### src/rtl/irq_stat_pkg.sv
// Shared constants for the interrupt status register.
// Assumes a 32-bit register with fixed summary and run-field positions.
package irq_stat_pkg;
    localparam int REG_W = 32;
    // Positions an event may set: 0,1,2,3,5,6,7,8,9,11,13
    localparam logic [REG_W-1:0] SET_MASK_DEF = 32'h0000_2BEF;
    // Normal group: 0,2,6
    localparam logic [REG_W-1:0] NRM_MASK_DEF = 32'h0000_0045;
    // Abnormal group: 1,3,5,7,8,9,11,13
    localparam logic [REG_W-1:0] ABN_MASK_DEF = 32'h0000_2BAA;
    localparam logic [REG_W-1:0] RST_VAL_DEF  = 32'hFC00_0000;
    localparam int ABN_POS_DEF = 15;
    localparam int NRM_POS_DEF = 16;
    localparam int RXF_LSB_DEF = 17;
    localparam int TXF_LSB_DEF = 20;
    localparam int FLD_W_DEF   = 3;
    localparam logic [FLD_W_DEF-1:0] RUN_CODE_DEF = 3'd3;
endpackage

### src/rtl/irq_stat_bits.sv
// Sticky status storage, one flop per bit.
// Each bit is set by a masked event strobe and cleared by a host write of 1.
// When both act in one cycle the set wins.
// Assumes event strobes are synchronous to clk.
module irq_stat_bits #(
    parameter int W = 32,
    parameter logic [W-1:0] SET_MASK = '0,
    parameter logic [W-1:0] RST_VAL  = '0
) (
    input  logic         clk,
    input  logic         rst_n,
    input  logic [W-1:0] evt_i,
    input  logic         clr_en,
    input  logic [W-1:0] clr_i,
    output logic [W-1:0] stat_o
);
    logic [W-1:0] set_req;
    logic [W-1:0] clr_req;

    // Qualify strobes: only implemented positions may set, only writes clear.
    always_comb begin
        set_req = evt_i & SET_MASK;
        clr_req = clr_en ? clr_i : '0;
    end

    for (genvar i = 0; i < W; i++) begin : g_bit
        logic q;

        // Per-bit update with set taking priority over clear.
        always_ff @(posedge clk) begin
            if (!rst_n)          q <= RST_VAL[i];
            else if (set_req[i]) q <= 1'b1;
            else if (clr_req[i]) q <= 1'b0;
        end

        assign stat_o[i] = q;

        // a set request always leaves the bit set
        a_r5_set_wins: assert property (@(posedge clk) disable iff (!rst_n)
            set_req[i] |=> stat_o[i]);
        // a clear without a set leaves the bit clear
        a_r4_w1c_clears: assert property (@(posedge clk) disable iff (!rst_n)
            (clr_req[i] && !set_req[i]) |=> !stat_o[i]);
        // without set or clear the bit holds
        a_r2_sticky_hold: assert property (@(posedge clk) disable iff (!rst_n)
            (!set_req[i] && !clr_req[i]) |=> $stable(stat_o[i]));
    end
endmodule

### src/rtl/irq_stat_summary.sv
// Summary and interrupt logic.
// Reduces the stored bits over the normal and abnormal groups and drives a
// level interrupt from either result. Purely combinational.
module irq_stat_summary #(
    parameter int W = 32,
    parameter logic [W-1:0] NRM_MASK = '0,
    parameter logic [W-1:0] ABN_MASK = '0
) (
    input  logic [W-1:0] stat_i,
    output logic         nrm_o,
    output logic         abn_o,
    output logic         irq_o
);
    // Group reductions and interrupt level.
    always_comb begin
        nrm_o = |(stat_i & NRM_MASK);
        abn_o = |(stat_i & ABN_MASK);
        irq_o = nrm_o | abn_o;
    end
endmodule

### src/rtl/irq_stat_readmux.sv
// Read word composer.
// Replaces the summary positions with the live summaries and ORs the run code
// into the receive and transmit state fields when their engines run.
// Assumes the fields fit inside the register.
module irq_stat_readmux #(
    parameter int W       = 32,
    parameter int ABN_POS = 15,
    parameter int NRM_POS = 16,
    parameter int RXF_LSB = 17,
    parameter int TXF_LSB = 20,
    parameter int FLD_W   = 3,
    parameter logic [FLD_W-1:0] RUN_CODE = 3'd3
) (
    input  logic [W-1:0] stat_i,
    input  logic         nrm_i,
    input  logic         abn_i,
    input  logic         rx_run,
    input  logic         tx_run,
    output logic [W-1:0] rd_o
);
    // Compose the visible word from stored bits, summaries and run state.
    always_comb begin
        rd_o          = stat_i;
        rd_o[ABN_POS] = abn_i;
        rd_o[NRM_POS] = nrm_i;
        if (rx_run) rd_o[RXF_LSB +: FLD_W] = stat_i[RXF_LSB +: FLD_W] | RUN_CODE;
        if (tx_run) rd_o[TXF_LSB +: FLD_W] = stat_i[TXF_LSB +: FLD_W] | RUN_CODE;
    end
endmodule

### src/rtl/irq_status_reg.sv
// Top: interrupt status register with summaries and run-state overlay.
// Address decode is done outside; wr_en is the decoded write strobe.
// The read word is combinational and reading has no side effects.
module irq_status_reg
    import irq_stat_pkg::*;
#(
    parameter int W = REG_W,
    parameter logic [W-1:0] SET_MASK = SET_MASK_DEF,
    parameter logic [W-1:0] NRM_MASK = NRM_MASK_DEF,
    parameter logic [W-1:0] ABN_MASK = ABN_MASK_DEF,
    parameter logic [W-1:0] RST_VAL  = RST_VAL_DEF
) (
    input  logic         clk,
    input  logic         rst_n,
    input  logic [W-1:0] evt_i,
    input  logic         wr_en,
    input  logic [W-1:0] wr_data,
    input  logic         rx_run,
    input  logic         tx_run,
    output logic [W-1:0] rd_data,
    output logic         irq_o
);
    localparam int RXF_MSB = RXF_LSB_DEF + FLD_W_DEF - 1;
    localparam int TXF_MSB = TXF_LSB_DEF + FLD_W_DEF - 1;

    logic [W-1:0] stat_w;
    logic         nrm_w;
    logic         abn_w;

    irq_stat_bits #(.W(W), .SET_MASK(SET_MASK), .RST_VAL(RST_VAL)) u_bits (
        .clk(clk), .rst_n(rst_n), .evt_i(evt_i),
        .clr_en(wr_en), .clr_i(wr_data), .stat_o(stat_w)
    );

    irq_stat_summary #(.W(W), .NRM_MASK(NRM_MASK), .ABN_MASK(ABN_MASK)) u_sum (
        .stat_i(stat_w), .nrm_o(nrm_w), .abn_o(abn_w), .irq_o(irq_o)
    );

    irq_stat_readmux #(
        .W(W), .ABN_POS(ABN_POS_DEF), .NRM_POS(NRM_POS_DEF),
        .RXF_LSB(RXF_LSB_DEF), .TXF_LSB(TXF_LSB_DEF),
        .FLD_W(FLD_W_DEF), .RUN_CODE(RUN_CODE_DEF)
    ) u_rd (
        .stat_i(stat_w), .nrm_i(nrm_w), .abn_i(abn_w),
        .rx_run(rx_run), .tx_run(tx_run), .rd_o(rd_data)
    );

    // first cycle out of reset shows the reset word
    a_r1_reset_value: assert property (@(posedge clk) disable iff (!rst_n)
        $rose(rst_n) |-> (stat_w == RST_VAL));
    // interrupt level agrees with the visible summaries
    a_r9_irq_level: assert property (@(posedge clk) disable iff (!rst_n)
        irq_o == (rd_data[ABN_POS_DEF] | rd_data[NRM_POS_DEF]));
    // receive run code visible while receive runs
    a_r10_rx_field: assert property (@(posedge clk) disable iff (!rst_n)
        rx_run |-> ((rd_data[RXF_MSB:RXF_LSB_DEF] & RUN_CODE_DEF) == RUN_CODE_DEF));
    // transmit run code visible while transmit runs
    a_r10_tx_field: assert property (@(posedge clk) disable iff (!rst_n)
        tx_run |-> ((rd_data[TXF_MSB:TXF_LSB_DEF] & RUN_CODE_DEF) == RUN_CODE_DEF));
endmodule

### config.mk
export PLATFORM = sky130hd
export DESIGN_NAME = irq_status_reg
export DESIGN_NICKNAME = d
export VERILOG_FILES = /design/src/rtl/irq_stat_pkg.sv /design/src/rtl/irq_stat_bits.sv /design/src/rtl/irq_stat_summary.sv /design/src/rtl/irq_stat_readmux.sv /design/src/rtl/irq_status_reg.sv
export SDC_FILE = /design/constraint.sdc
export NUM_CORES = 1
export LEC_CHECK = 0
export CORE_MARGIN = 2
export CORE_UTILIZATION = 25
export CTS_BUF_LIST = sky130_fd_sc_hd__clkbuf_2 sky130_fd_sc_hd__clkbuf_4 sky130_fd_sc_hd__clkbuf_8
export CTS_CLUSTER_SIZE = 8
export DETAILED_ROUTE_END_ITERATION = 10
export PLACE_DENSITY = 0.75
export SYNTH_ARGS = -nofsm -noshare
export SYNTH_HDL_FRONTEND = slang
export SYNTH_SLANG_ARGS = --single-unit
export TNS_END_PERCENT = 20
### constraint.sdc
create_clock -name clk -period 1.94 [get_ports clk]
set_clock_uncertainty 0.1 [all_clocks]
set_input_delay 0.388 -clock clk [delete_from_list [all_inputs] [get_ports clk]]
set_output_delay 0.388 -clock clk [all_outputs]
set_load 0.05 [all_outputs]
# Word level (Yosys, flattened, before mapping)
# Cells that the tools add are included.
[totals]
reg_bits = 17
out_inout_bits = 33
[op_classes]
reduce_logical = 13
n_mux = 25
bitwise_logic = 1
[op_table]
columns = ["cell", "n"]
rows = [
  ["2-to-1 mux 32 bit", 1],
  ["2-to-1 mux 1 bit", 22],
  ["nonzero test 2 bit", 11],
  ["OR reduction 8 bit", 1],
  ["2-to-1 mux 2 bit", 2],
  ["OR reduction 3 bit", 1],
  ["bitwise OR 1 bit", 1],
]

# Longest topological paths before layout
[depth]
word_depth = 3
ltp_mapped = 3
ltp_nobuf = 2

# By module
# From an unflattened synthesis, not the netlist that was laid out.
[hier_totals]
cells_unflattened = 136
area_unflattened_um2 = 1177.4
[by_module_without_submodules]
columns = ["mod", "n_inst", "area_each_um2", "seq_area_each_um2", "cells_each"]
rows = [
  ["irq_stat_bits", 1, 899.6, 340.3, 98],
  ["irq_stat_readmux", 1, 235.2, 0.0, 32],
  ["irq_stat_summary", 1, 42.5, 0.0, 6],
]

# Worst setup path before layout
# Ideal clock, no wire load.
[synth_timing]
path_type = "reg2out"
from = "register u_bits.g_bit[2].q"
to = "output irq_o"
required_time_ns = 1.452
path_slack_ns = 0.308
stages_incl_launch_ff = 3
n_path_buf = 0
arrival_ns = 1.144
path_cell_list = "dfxtp_1 or3_4 nand3b_1"
[synth_between]
elab_chain_cells = 2
[synth_rtl]
columns = ["item", "line", "text"]
rows = [
  ["start: declaration", "irq_stat_bits.sv:27", "logic q;"],
  ["start signal: assignment", "irq_stat_bits.sv:31", "if (!rst_n) q <= RST_VAL[i];"],
  ["OR reduction 3 bit", "irq_stat_summary.sv:16", "nrm_o = |(stat_i & NRM_MASK);"],
  ["net nrm_w", "irq_status_reg.sv:27", "logic nrm_w;"],
  ["bitwise OR 1 bit", "irq_stat_summary.sv:18", "irq_o = nrm_o | abn_o;"],
  ["end: declaration", "irq_status_reg.sv:21", "output logic irq_o"],
]
# The timed path passes the listed nets, and every way through them passes these cells.

# Final worst setup path
[layout_timing]
from = "register u_bits.g_bit[2].q"
to = "output irq_o"
[layout_between]
elab_chain_cells = 2
[layout_rtl]
columns = ["item", "line"]
rows = [
  ["OR reduction 3 bit", "irq_stat_summary.sv:16"],
  ["bitwise OR 1 bit", "irq_stat_summary.sv:18"],
]
# No other way between the ends.

==> results.toml <==
[status]
status = "finished, final reports clean"

[sta]
finalSetupTns_ns = 0
fin_hold_ws_ns = 0.4745
period_share = 0.9476
maxSlewViolCount = 0
setup_viol = 0
finalHoldViolCount = 0
fmax_mhz = 544.0
rsz0062_at_grt = "no"
fin_crit_ns = 1.838

[place]
gp_congestion = 0.7402
hpwl_um = 1542
portBuffers = 50

[die]
initial_core_util = 0.2641
fp-row-count = 21
die_y_um = 63.61
die_area_mm2 = 0.004046
core_mm2 = 0.003363
dieWidth_um = 63.61
io_pins = 102

[clocking]
cts.clk_slew.worst_paths_ns = 0.09
clockBufferDepth = 2
htree_levels = 1
cts.sinks = 17
insertion_delay_ns = 0.28
holdBufCountCts = 0
cts-buffers-inserted = 3
cts_root_buf = "clkbuf_4"
post_cts_buffers = 0
cts_tree = "done"

[pwr]
power_density_mw_per_mm2 = 730.5
power.total_uw = 893.0
leakagePower_uw = 0.0005131
internal_power_uw = 592.0
p_sw_frac = 0.3371
p_switching_uw = 301.0
pwr-share-comb = 0.341
seq_power_share = 0.439
p_clk_frac = 0.221
peakVddDrop_uv = 295.2

[routing]
wl_per_cell_um = 11.53
antenna_left = 0
drtPass1Iterations = 3
route.detailed.drc = 0
routed_wirelength_um = 1926
drt_iter0_drc = 5
viasPerCell = 3.976
vias = 664

[cells_and_area]
largest_register = "u_bits.g_bit.q"
fin_nets = 191
largest_register_ff_count = 17
diodes = 0
largestRegisters = "u_bits.g_bit.q: 17 flops"
drive_above_1_share = 0.2893
area_delta_synth_final_pct = 37.61

[setup_path]
cp.arrival_ns = 1.35
path_class = "flop to output port"
crit_fanout = 3
end_kind = "output port"
critPathLaunchType = "flop"
required_ns = 1.45

[worst_hold_path]
holdCritPathClass = "flop to flop"

[yosys]
ys.flop_type = "dfxtp_1"
ys_types = 13
synth_warnings = 0
syn_inst = 92
synthArstFlopShare = 0
synth_common_cells = "buf_4 (32), dfxtp_1 (17), a21boi_0 (11), o21a_1 (11), nand2_1 (7)"
ys_seq_area_frac = 0.3831
post-synth-top-count-cell = "buf_4"
ys_ff_latch = 17
synth_area_um2 = 888.4
synth.top_cell.area_share = 0.3831
synth_edf_count = 0
synth.area.top_cells = "dfxtp_1 (38%), buf_4 (27%), a21boi_0 (9.3%)"
synth.avg_cell_area_um2 = 9.656
yosysTopAreaCell = "dfxtp_1"

[flow_run]
maxCapViolCount = 0

[global_routing]
grt_pass1_wl_um = 3098
grt_pass1_vias = 686
antenna_found_initial = 0
grt_overflow = 0
grt_use_total = 0.09892
grt_max_degree = 18
## power by group through the flow
stage / logic [uW] / registers (uW) / clock network [uW]
floorplan: 267 / 393 / 0
global placement: 302 / 397 / 0
detailed placement: 306 / 398 / 0
CTS: 307 / 391 / 212
global route: 320 / 396 / 223
finish: 304 / 392 / 197
## through the flow
| step | setup slack (ns) | cell area, um^2 | utilization | instances |
|---|---|---|---|---|
| 6_report | 0.1016 | 1222 | 0.3635 | 167 |
| 5_1_grt | 0.0007386 | 1222 | 0.3635 | 167 |
| 4_1_cts | 0.06759 | 1216 | 0.3616 | 167 |
| 3_5_place_dp | 0.3259 | 1180 | 0.3508 | 163 |
| 3_3_place_gp | 0.2812 | 1180 | 0.3508 | 163 |
| 2_1_floorplan | 0.3078 | 918.4 | - | 100 |
## logic make-up after synthesis
family          count (synthesis)  synth area share
compound gates                 28            0.2535
buf+inv                        35            0.2944
simple gates                   11           0.06479
other cells                     1          0.004221
flops                          17            0.3831
## routing by layer
| layer | vias to the layer above | global-route usage | part of all wire |
|---|---|---|---|
| met2 | 38 | 0.1842 | 0.55 |
| met4 | 0 | 0.03804 | 0.015 |
| met1 | 298 | 0.1001 | 0.36 |
| met5 | - | 0 | 0 |
| met3 | 4 | 0.03393 | 0.077 |
| li1 | 324 | - | - |
## final timing paths
kind / start / cells past startpoint / slack [ns] / end
hold reg to reg: u_bits.g_bit[27].q$_SDFFE_PN1P_ / 2 / 0.47 / u_bits.g_bit[27].q$_SDFFE_PN1P_
hold / removal: u_bits.g_bit[27].q$_SDFFE_PN1P_ / 2 / 0.47 / u_bits.g_bit[27].q$_SDFFE_PN1P_
setup reg to reg: u_bits.g_bit[7].q$_SDFFE_PN0P_ / 2 / 1.06 / u_bits.g_bit[7].q$_SDFFE_PN0P_
setup / recovery: u_bits.g_bit[2].q$_SDFFE_PN0P_ / 3 / 0.10 / irq_o
## area by class of cell
| type | count | area, um^2 |
|---|---|---|
| multi-input cells | 48 | 329.1 |
| flip-flops and latches | 17 | 340.3 |
| fillers | 357 | 2141 |
| repair buffers | 52 | 465.4 |
| well taps | 46 | 57.56 |
| clock buffers | 4 | 30.03 |
## critical path, stage by stage, from the launching register on
cell	delay (ns)
dfxtp_1	0.33
or3_4	0.38
nand3b_1	0.16
buf_4	0.20
## layout by cell type, fill, tap and decap left out
cell              n
clkbuf_4          4
dfxtp_1          17
or3_4             1
conb_1            9
a21bo_2           6
nor4_2            2
o21a_1           11
buf_4            22
clkdlybuf4s50_1  30
nand3b_1          1
nand2_1           7
a21boi_0         11
## what timing repair did
item                                    4_1_cts  5_1_grt
endpoints found under the setup margin        2        2
gates resized for setup                       1        1
hold endpoints to repair                      0        0
Power figures use the tool's default switching activity.
